## src/rtl/fork_pkg.sv

```systemverilog
package fork_pkg;

   typedef enum logic [1:0] {
      FK_IDLE   = 2'd0,
      FK_SCAN   = 2'd1,
      FK_COMMIT = 2'd2,
      FK_FAIL   = 2'd3
   } fork_state_e;

   localparam logic [1:0] RUNST_RUNNING = 2'b00;
   localparam int unsigned CAUSE_NO_CTX = 1;

   function automatic int unsigned idx_width(input int unsigned n);
      return (n > 1) ? $clog2(n) : 1;
   endfunction

endpackage

```

## src/rtl/fork_match.sv

```systemverilog
module fork_match #(
   parameter int unsigned VPEW = 2
) (
   input  logic [VPEW-1:0] own_vpe,
   input  logic [VPEW-1:0] cand_vpe,
   input  logic            cand_da,
   input  logic            cand_halt,
   input  logic            cand_act,
   output logic            qualifies
);

   logic same_vp;
   logic usable;

   always_comb begin
      same_vp   = (own_vpe == cand_vpe);
      usable    = cand_da && !cand_halt && !cand_act;
      qualifies = same_vp && usable;
   end

endmodule

```

## src/rtl/fork_fsm.sv

```systemverilog
module fork_fsm
   import fork_pkg::*;
#(
   parameter int unsigned NCTX = 4,
   parameter int unsigned IDXW = 2
) (
   input  logic            clk,
   input  logic            rst_n,
   input  logic            req_valid,
   input  logic [IDXW-1:0] cfg_last,
   input  logic            hit,
   output logic            req_ready,
   output logic            accept,
   output logic            scanning,
   output logic [IDXW-1:0] scan_idx,
   output logic            commit,
   output logic            fail
);

   localparam logic [IDXW-1:0] TOP_IDX = IDXW'(NCTX - 1);

   fork_state_e     state_q;
   fork_state_e     state_d;
   logic [IDXW-1:0] idx_q;
   logic [IDXW-1:0] idx_d;
   logic [IDXW-1:0] last_q;
   logic [IDXW-1:0] last_eff;
   logic            at_last;

   generate
      if ((1 << IDXW) == NCTX) begin : g_full_range
         assign last_eff = cfg_last;
      end else begin : g_clamped
         assign last_eff = (cfg_last > TOP_IDX) ? TOP_IDX : cfg_last;
      end
   endgenerate

   assign req_ready = (state_q == FK_IDLE);
   assign accept    = req_ready && req_valid;
   assign scanning  = (state_q == FK_SCAN);
   assign commit    = (state_q == FK_COMMIT);
   assign fail      = (state_q == FK_FAIL);
   assign scan_idx  = idx_q;
   assign at_last   = (idx_q == last_q);

   always_comb begin
      state_d = state_q;
      idx_d   = idx_q;
      unique case (state_q)
         FK_IDLE: begin
            if (accept) begin
               state_d = FK_SCAN;
               idx_d   = '0;
            end
         end
         FK_SCAN: begin
            if (hit) begin
               state_d = FK_COMMIT;
            end else if (at_last) begin
               state_d = FK_FAIL;
            end else begin
               idx_d = idx_q + 1'b1;
            end
         end
         FK_COMMIT: state_d = FK_IDLE;
         FK_FAIL:   state_d = FK_IDLE;
         default:   state_d = FK_IDLE;
      endcase
   end

   always_ff @(posedge clk or negedge rst_n) begin
      if (!rst_n) begin
         state_q <= FK_IDLE;
         idx_q   <= '0;
         last_q  <= '0;
      end else begin
         state_q <= state_d;
         idx_q   <= idx_d;
         if (accept) begin
            last_q <= last_eff;
         end
      end
   end

   AST_IDX_IN_RANGE: assert property (@(posedge clk) disable iff (!rst_n)
      scanning |-> (scan_idx <= last_q) && (scan_idx <= TOP_IDX));
   AST_DONE_ONE_CYCLE: assert property (@(posedge clk) disable iff (!rst_n)
      (commit || fail) |=> !(commit || fail));
   AST_COMMIT_AFTER_HIT: assert property (@(posedge clk) disable iff (!rst_n)
      commit |-> $past(scanning && hit));
   AST_FAIL_AFTER_LAST: assert property (@(posedge clk) disable iff (!rst_n)
      fail |-> $past(scanning && !hit && (scan_idx == last_q)));
   AST_BUSY_NOT_READY: assert property (@(posedge clk) disable iff (!rst_n)
      accept |=> !req_ready);

endmodule

```

## src/rtl/fork_regs.sv

```systemverilog
module fork_regs
   import fork_pkg::*;
#(
   parameter int unsigned IDXW  = 2,
   parameter int unsigned VPEW  = 2,
   parameter int unsigned ASIDW = 8,
   parameter int unsigned AW    = 32,
   parameter int unsigned DW    = 32,
   parameter int unsigned RW    = 5
) (
   input  logic             clk,
   input  logic             rst_n,
   input  logic             accept,
   input  logic             scanning,
   input  logic             hit,
   input  logic [IDXW-1:0]  scan_idx,
   input  logic [VPEW-1:0]  in_vpe,
   input  logic [1:0]       in_ksu,
   input  logic [ASIDW-1:0] in_asid,
   input  logic [AW-1:0]    in_rs,
   input  logic [DW-1:0]    in_rt,
   input  logic [RW-1:0]    in_rd,
   output logic [VPEW-1:0]  own_vpe,
   output logic [IDXW-1:0]  chosen_idx,
   output logic [1:0]       own_ksu,
   output logic [ASIDW-1:0] own_asid,
   output logic [AW-1:0]    restart_addr,
   output logic [DW-1:0]    gpr_value,
   output logic [RW-1:0]    gpr_index
);

   always_ff @(posedge clk or negedge rst_n) begin
      if (!rst_n) begin
         own_vpe      <= '0;
         own_ksu      <= '0;
         own_asid     <= '0;
         restart_addr <= '0;
         gpr_value    <= '0;
         gpr_index    <= '0;
      end else if (accept) begin
         own_vpe      <= in_vpe;
         own_ksu      <= in_ksu;
         own_asid     <= in_asid;
         restart_addr <= in_rs;
         gpr_value    <= in_rt;
         gpr_index    <= in_rd;
      end
   end

   always_ff @(posedge clk or negedge rst_n) begin
      if (!rst_n) begin
         chosen_idx <= '0;
      end else if (scanning && hit) begin
         chosen_idx <= scan_idx;
      end
   end

   AST_OPERANDS_HELD: assert property (@(posedge clk) disable iff (!rst_n)
      scanning |=> $stable(restart_addr) && $stable(gpr_value) && $stable(own_asid));

endmodule

```

## src/rtl/fork_alloc.sv

```systemverilog
module fork_alloc
   import fork_pkg::*;
#(
   parameter  int unsigned NCTX  = 4,
   parameter  int unsigned VPEW  = 2,
   parameter  int unsigned ASIDW = 8,
   parameter  int unsigned AW    = 32,
   parameter  int unsigned DW    = 32,
   parameter  int unsigned RW    = 5,
   parameter  int unsigned EXCW  = 3,
   localparam int unsigned IDXW  = idx_width(NCTX)
) (
   input  logic             clk,
   input  logic             rst_n,
   input  logic             req_valid,
   output logic             req_ready,
   input  logic [VPEW-1:0]  req_vpe,
   input  logic [1:0]       req_ksu,
   input  logic [ASIDW-1:0] req_asid,
   input  logic [AW-1:0]    req_rs,
   input  logic [DW-1:0]    req_rt,
   input  logic [RW-1:0]    req_rd,
   input  logic [IDXW-1:0]  cfg_last_ctx,
   output logic [IDXW-1:0]  bank_rd_idx,
   input  logic [VPEW-1:0]  bank_vpe,
   input  logic             bank_da,
   input  logic             bank_halt,
   input  logic             bank_act,
   output logic             wr_en,
   output logic [IDXW-1:0]  wr_idx,
   output logic [AW-1:0]    wr_restart,
   output logic [RW-1:0]    wr_gpr_addr,
   output logic [DW-1:0]    wr_gpr_data,
   output logic [1:0]       wr_runst,
   output logic             wr_dslot,
   output logic             wr_dirty,
   output logic             wr_act,
   output logic [1:0]       wr_ksu,
   output logic [ASIDW-1:0] wr_asid,
   output logic             exc_wr_en,
   output logic [EXCW-1:0]  exc_code,
   output logic             done,
   output logic             ok,
   output logic             fault
);

   generate
      if (NCTX < 1) begin : g_bad_nctx
         $error("fork_alloc: NCTX must be at least 1");
      end
      if (VPEW < 1 || ASIDW < 1 || AW < 1 || DW < 1 || RW < 1) begin : g_bad_width
         $error("fork_alloc: all widths must be at least 1");
      end
      if (EXCW < 2) begin : g_bad_excw
         $error("fork_alloc: EXCW must hold the cause value");
      end
   endgenerate

   logic            accept;
   logic            scanning;
   logic            commit;
   logic            fail;
   logic            hit;
   logic [IDXW-1:0] scan_idx;
   logic [VPEW-1:0] own_vpe;

   fork_fsm #(
      .NCTX (NCTX),
      .IDXW (IDXW)
   ) u_fsm (
      .clk       (clk),
      .rst_n     (rst_n),
      .req_valid (req_valid),
      .cfg_last  (cfg_last_ctx),
      .hit       (hit),
      .req_ready (req_ready),
      .accept    (accept),
      .scanning  (scanning),
      .scan_idx  (scan_idx),
      .commit    (commit),
      .fail      (fail)
   );

   fork_match #(
      .VPEW (VPEW)
   ) u_match (
      .own_vpe   (own_vpe),
      .cand_vpe  (bank_vpe),
      .cand_da   (bank_da),
      .cand_halt (bank_halt),
      .cand_act  (bank_act),
      .qualifies (hit)
   );

   fork_regs #(
      .IDXW  (IDXW),
      .VPEW  (VPEW),
      .ASIDW (ASIDW),
      .AW    (AW),
      .DW    (DW),
      .RW    (RW)
   ) u_regs (
      .clk          (clk),
      .rst_n        (rst_n),
      .accept       (accept),
      .scanning     (scanning),
      .hit          (hit),
      .scan_idx     (scan_idx),
      .in_vpe       (req_vpe),
      .in_ksu       (req_ksu),
      .in_asid      (req_asid),
      .in_rs        (req_rs),
      .in_rt        (req_rt),
      .in_rd        (req_rd),
      .own_vpe      (own_vpe),
      .chosen_idx   (wr_idx),
      .own_ksu      (wr_ksu),
      .own_asid     (wr_asid),
      .restart_addr (wr_restart),
      .gpr_value    (wr_gpr_data),
      .gpr_index    (wr_gpr_addr)
   );

   assign bank_rd_idx = scan_idx;
   assign wr_en       = commit;
   assign wr_runst    = RUNST_RUNNING;
   assign wr_dslot    = 1'b0;
   assign wr_dirty    = 1'b1;
   assign wr_act      = 1'b1;
   assign exc_wr_en   = fail;
   assign exc_code    = EXCW'(CAUSE_NO_CTX);
   assign done        = commit || fail;
   assign ok          = commit;
   assign fault       = fail;

   AST_OK_XOR_FAULT: assert property (@(posedge clk) disable iff (!rst_n)
      done |-> (ok != fault));
   AST_NO_WRITE_ON_FAULT: assert property (@(posedge clk) disable iff (!rst_n)
      exc_wr_en |-> !wr_en);
   AST_QUIET_WHILE_SCAN: assert property (@(posedge clk) disable iff (!rst_n)
      !req_ready && !done |-> !wr_en && !exc_wr_en);

endmodule

```

## config.mk

```make
export PLATFORM = sky130hd
export DESIGN_NAME = fork_alloc
export DESIGN_NICKNAME = d
export VERILOG_FILES = /design/src/rtl/fork_pkg.sv /design/src/rtl/fork_match.sv /design/src/rtl/fork_fsm.sv /design/src/rtl/fork_regs.sv /design/src/rtl/fork_alloc.sv
export SDC_FILE = /design/constraint.sdc
export NUM_CORES = 1
export LEC_CHECK = 0
export ABC_AREA = 1
export BUFFER_PORTS_ARGS = -buffer_cell sky130_fd_sc_hd__buf_2
export CAP_MARGIN = 20
export CORE_UTILIZATION = 40
export DETAILED_ROUTE_END_ITERATION = 16
export GPL_TIMING_DRIVEN = 0
export PLACE_DENSITY_LB_ADDON = 0.15
export SLEW_MARGIN = 15
export SYNTH_ARGS = -nofsm -noshare
export SYNTH_HDL_FRONTEND = slang
export SYNTH_SLANG_ARGS = --single-unit
```

## constraint.sdc

```tcl
create_clock -name clk -period 3.6 [get_ports clk]
set_input_delay 0.18 -clock clk [delete_from_list [all_inputs] [get_ports clk]]
set_output_delay 0.18 -clock clk [all_outputs]
set_load 0.02 [all_outputs]
```

## After elaboration in Yosys (flattened, before gate mapping)

Cells that the tools add are included.

- Register bits after elaboration: 89
- Output and inout port bits: 97
- Logic and storage cells: 41

- Add/subtract/negate cells: 1
- Equal/unequal tests: 9
- Multiplexer cells: 8
- Reductions and logical operators: 13

Operators by type and width:

| operator | count |
|---|---|
| 2-bit two-way mux | 6 |
| 2-bit != test (second input constant) | 3 |
| 2-bit one-hot mux with 3 select lines | 1 |
| 1-bit logical AND | 5 |
| 2-bit equality test | 2 |
| 2-bit equality test (second input constant) | 2 |
| 2-bit one-hot mux with 2 select lines | 1 |
| 4-bit AND reduction | 1 |
| 3-bit != test (second input constant) | 1 |
| 2-bit by 1-bit adder with 2-bit output (second input constant) | 1 |
| 2-bit by 1-bit equality test with 1-bit output (second input constant) | 1 |
| 1-bit zero test | 2 |
| 2-bit zero test | 1 |
| 2-bit AND reduction | 1 |
| 2-bit nonzero test | 1 |
| 2-bit OR reduction | 1 |
| 1-bit logical OR | 1 |

## Logic depth before layout (Yosys ltp)

- Word-level depth: 6
- Depth in mapped cells: 9
- Mapped depth without buffers: 9

## Modules after synthesis

A second synthesis with hierarchy kept.

- Cell total of the unflattened synthesis: 425
- Area total of the unflattened synthesis: 3834.9 um^2

Modules (own cells, without submodules):

| module | instances | cells each | area each (um^2) |
|---|---|---|---|
| fork_regs | 1 | 351 | 3349.5 |
| fork_fsm | 1 | 45 | 332.8 |
| fork_alloc | 1 | 15 | 93.8 |
| fork_match | 1 | 14 | 58.8 |

## Least setup slack after synthesis

No wires, ideal clock.

- Path type: register to register
- Start point: register u_fsm.state_q[0]
- End point: register u_regs.restart_addr[11]
- Library setup time: 125 ps
- Arrival time: 1294 ps
- Data required time: 3475 ps
- Slack: 2181 ps
- Stages on the path, launching flop included: 6
- Path buffers: 2
- Path through: dfrtp_1 -> nor2_4 -> nand2_2 -> buf_6 -> buf_6 -> mux2_4

- Word-level cells in the longest chain between the ends: 2

RTL lines:

| element | line | text |
|---|---|---|
| start: declaration | fork_fsm.sv:22 | `fork_state_e state_q;` |
| start signal: assignment | fork_fsm.sv:77 | `state_q <= state_d;` |
| 2-bit zero test | fork_fsm.sv:38 | `assign req_ready = (state_q == FK_IDLE);` |
| net req_ready | fork_alloc.sv:16 | `output logic req_ready,` |
| 1-bit logical AND | fork_fsm.sv:39 | `assign accept = req_ready && req_valid;` |
| end signal: assignment | fork_regs.sv:44 | `restart_addr <= in_rs;` |
| end: declaration | fork_regs.sv:27 | `output logic [AW-1:0] restart_addr,` |

The timed path passes the listed nets, and every way through them passes these cells.
A chain may end at the register's enable or synchronous reset.

## Worst setup path in the final report

- Start point: register u_fsm.state_q[0]
- End point: register u_regs.restart_addr[11]

- Word-level cells in the longest chain between the ends: 2

RTL lines:

| element | line |
|---|---|
| 2-bit zero test | fork_fsm.sv:38 |
| 1-bit logical AND | fork_fsm.sv:39 |

Every way passes these cells.

==> impl_metrics.py <==
metrics = {
    "synthesis": {
        "synth_edf_count": 0,
        "synth.distinct_cells": 17,
        "yosysMostFrequentCell": "dfrtp_1",
        "ys_seq_area_share_pct": 62.5,
        "synthTopCellsByArea": "dfrtp_1, mux2_2, mux2_4, nand2_1, buf_4",
        "async_flop_share_pct": 100,
        "yosysWarningCount": 0,
        "syn_area_per_cell_um2": 14.4,
        "synthCells": 247,
        "synth-seq-cells": 89,
        "yosys-top-cells-count": "dfrtp_1, mux2_2, nand2_1, mux2_4, inv_1",
        "ys.flop_type": "dfrtp_1",
        "synth_top_area_share_pct": 62.5,
        "yosys.area.top_type": "dfrtp_1",
        "syn_area_um2": 3570,
    },
    "worst_hold_path": {
        "hold_path_class": "in -> reg",
        "holdPathStages": 2,
        "holdPathEnd": "u_regs.gpr_value[6]",
        "min-delay-start": "req_rt[6]",
    },
    "worst_setup_path": {
        "endpoint_kind": "register",
        "arrival_ns": 1.69,
        "start_kind": "register",
        "r2r-end": "u_regs.restart_addr[11]",
        "critPathMaxFanout": 10,
        "critPathKind": "reg -> reg",
        "rr_startpoint": "u_fsm.state_q[0]",
        "r2r_setup_slack_ns": 2.14,
        "reg2regPathDepth": 5,
        "cp.required_ns": 3.83,
    },
    "floorplanning": {
        "initial_utilization_pct": 41.1,
        "die_x_um": 96.4,
        "die_y_um": 96.4,
        "dieArea_um2": 9300,
        "rows": 34,
        "core_um2": 8680,
        "io-pin-count": 188,
    },
    "placement": {
        "globalplace.congestion": 0.704,
        "dpl.hpwl_um": 5370,
        "dp.cells": 541,
        "placed_area_um2": 4650,
        "io_buffers": 179,
        "post-place-ws_ns": 2.10,
    },
    "cts": {
        "cts_tree": "built",
        "cts.htree.levels": 3,
        "cts_made_buffers": 9,
        "cts_sinks": 89,
        "clockRootBuffer": "clkbuf_8",
        "path_clk_slew_ns": 0.09,
        "cts_setup_buffers": 0,
        "clock_path_buffers": 2,
        "clk_latency_ns": 0.35,
    },
    "global_route": {
        "grt_pass1_vias": 2343,
        "antenna_found_initial": 0,
        "grt_usage_pct": 15.5,
        "grt_max_degree": 56,
        "grt-ovfl-total": 0,
        "grt_pass1_wl_um": 10800,
    },
    "detailed_routing": {
        "drc": 0,
        "wl_um": 7210,
        "avgRoutedWirePerCell_um": 12.9,
        "dr_total_vias": 2478,
        "vias_per_cell": 4.45,
        "dr.pass1.iters": 4,
        "ant_nets": 0,
        "drt_iter0_drc": 38,
    },
    "sta": {
        "tns_ns": 0,
        "skew_ns": 0.0159,
        "fin_ws_ns": 2.14,
        "hold_viol": 0,
        "period_needed_ns": 1.46,
        "slew_viol_final": 0,
        "setup_viol": 0,
        "grt_setup_unrepaired": "no",
        "post-route-period-util_pct": 40.7,
        "max_freq_ghz": 0.683,
    },
    "final_layout": {
        "num-nets-final": 536,
        "diodes": 0,
        "layout-drive-gt1-share_pct": 65.9,
        "syn_to_final_growth_pct": 36.0,
        "finalNonFillerCells": 557,
        "final_cell_area_um2": 4850,
    },
    "power_and_ir_drop": {
        "clkPwrFrac_pct": 14.4,
        "ir_drop_mv": 0.414,
        "switching_share_pct": 39.2,
        "leakage_uw": 0.00256,
        "power.density_nw_per_um2": 954,
        "p_sw_uw": 1820,
        "p_int_uw": 2810,
        "share_comb_of_total_power_pct": 47.6,
        "sequentialPowerShare_pct": 38.0,
    },
    "run": {
        "cap_viol_max_count": 0,
    },
    "outcome": {
        "status": "completed",
    },
}
-- what timing repair did --
action | 4_1_cts | 5_1_grt
endpoints found under the hold margin | 34 | 0
endpoints found under the setup margin | 0 | 0
gates resized for setup | 0 | 0
hold buffers | 1 | 0
-- state kept, by name, summed over array words and instances (netlist names) --
| name | flops |
|---|---|
| u_regs.gpr_value | 32 |
| u_regs.gpr_index | 5 |
| u_regs.own_vpe | 2 |
| u_fsm.last_q | 2 |
| u_fsm.scan_idx | 2 |
| u_fsm.state_q | 2 |
| u_regs.chosen_idx | 2 |
| u_regs.restart_addr | 32 |
| u_regs.own_ksu | 2 |
| u_regs.own_asid | 8 |
-- power by group through the flow --
stage / Combinational (µW) / Clock (µW) / Sequential (µW)
4_1_cts: 2240 / 697 / 1760
2_1_floorplan: 911 / 0 / 2370
6_report: 2210 / 667 / 1760
3_3_place_gp: 2200 / 0 / 1750
5_1_grt: 2400 / 741 / 1830
3_5_place_dp: 2240 / 0 / 1770
-- worst max-delay path by stage --
stage | cells past startpoint | end | slack, ns | startpoint
floorplan | 5 | u_regs.restart_addr[11] | 2.18 | u_fsm.state_q[0]
global placement | 1 | u_regs.chosen_idx[0] | 1.54 | rst_n
detailed placement | 5 | u_regs.restart_addr[11] | 2.10 | u_fsm.state_q[0]
CTS | 5 | u_regs.restart_addr[11] | 2.10 | u_fsm.state_q[0]
global route | 5 | u_regs.restart_addr[11] | 2.05 | u_fsm.state_q[0]
finish | 5 | u_regs.restart_addr[11] | 2.14 | u_fsm.state_q[0]
-- cell type report --
type / instances / area (µm²)
multi-input combinational: 133 / 1180
clock inverter: 6 / 67.6
timing repair buffer: 181 / 936
clock buffer: 9 / 124
tap: 108 / 135
inverter: 11 / 41.3
fill: 786 / 3830
sequential: 89 / 2230
buffer: 20 / 143
-- routing by layer --
metal  vias to the layer above  routed length, µm  track usage, %
met5                         -                  0               0
met4                         0                122            6.99
li1                       1198                  -               -
met2                       115               3430            24.8
met3                        11                657            5.63
met1                      1154               3000            18.8
-- kinds of logic after synthesis --
group                  after synthesis  synth area share (%)
AO/OA/AOI/OAI                        6                 0.842
XOR/XNOR                             2                 0.491
buffers and inverters               31                  5.16
flip-flops                          89                  62.5
multiplexers                        80                  26.5
other                                2                 0.211
AND/OR/NAND/NOR                     37                  4.32
-- worst max-delay path: stages, from the launching register on --
cell     delay, ns
dfrtp_1       0.43
nor2_4        0.13
nand2_2       0.14
buf_6         0.19
buf_6         0.16
mux2_4        0.30
-- metrics by stage --
| step | util (%) | total power, µW | hold slack, ns |
|---|---|---|---|
| after CTS | 55.9 | 4700 | 0.0327 |
| after global placement | 53.2 | 3960 | 0.411 |
| after floorplan | - | 3280 | -0.116 |
| final | 55.9 | 4630 | 0.0526 |
| after detailed placement | 53.6 | 4010 | 0.175 |
| after global routing | 55.9 | 4970 | 0.0263 |
-- placed cells by master (no fill, tap or decap) --
master / synthesis / layout
nand2_1: 24 / 24
inv_1: 11 / 11
nand2_2: 1 / 1
o21ai_0: 2 / 2
xnor2_1: 2 / 2
clkbuf_1: 1 / 1
clkinv_4: 0 / 1
buf_2: 6 / 184
mux2_2: 68 / 68
inv_6: 0 / 1
clkinvlp_4: 0 / 2
nor2_4: 1 / 1
dlygate4sd3_1: 0 / 1
buf_16: 0 / 1
dfrtp_1: 89 / 89
a21oi_1: 4 / 4
clkinv_2: 0 / 1
conb_1: 2 / 8
buf_6: 3 / 3
clkbuf_8: 0 / 9
mux2_4: 12 / 12
nor2_1: 7 / 7
buf_4: 10 / 11
bufinv_16: 0 / 1
nand3_1: 4 / 4
(Power assumes the default switching activity.)
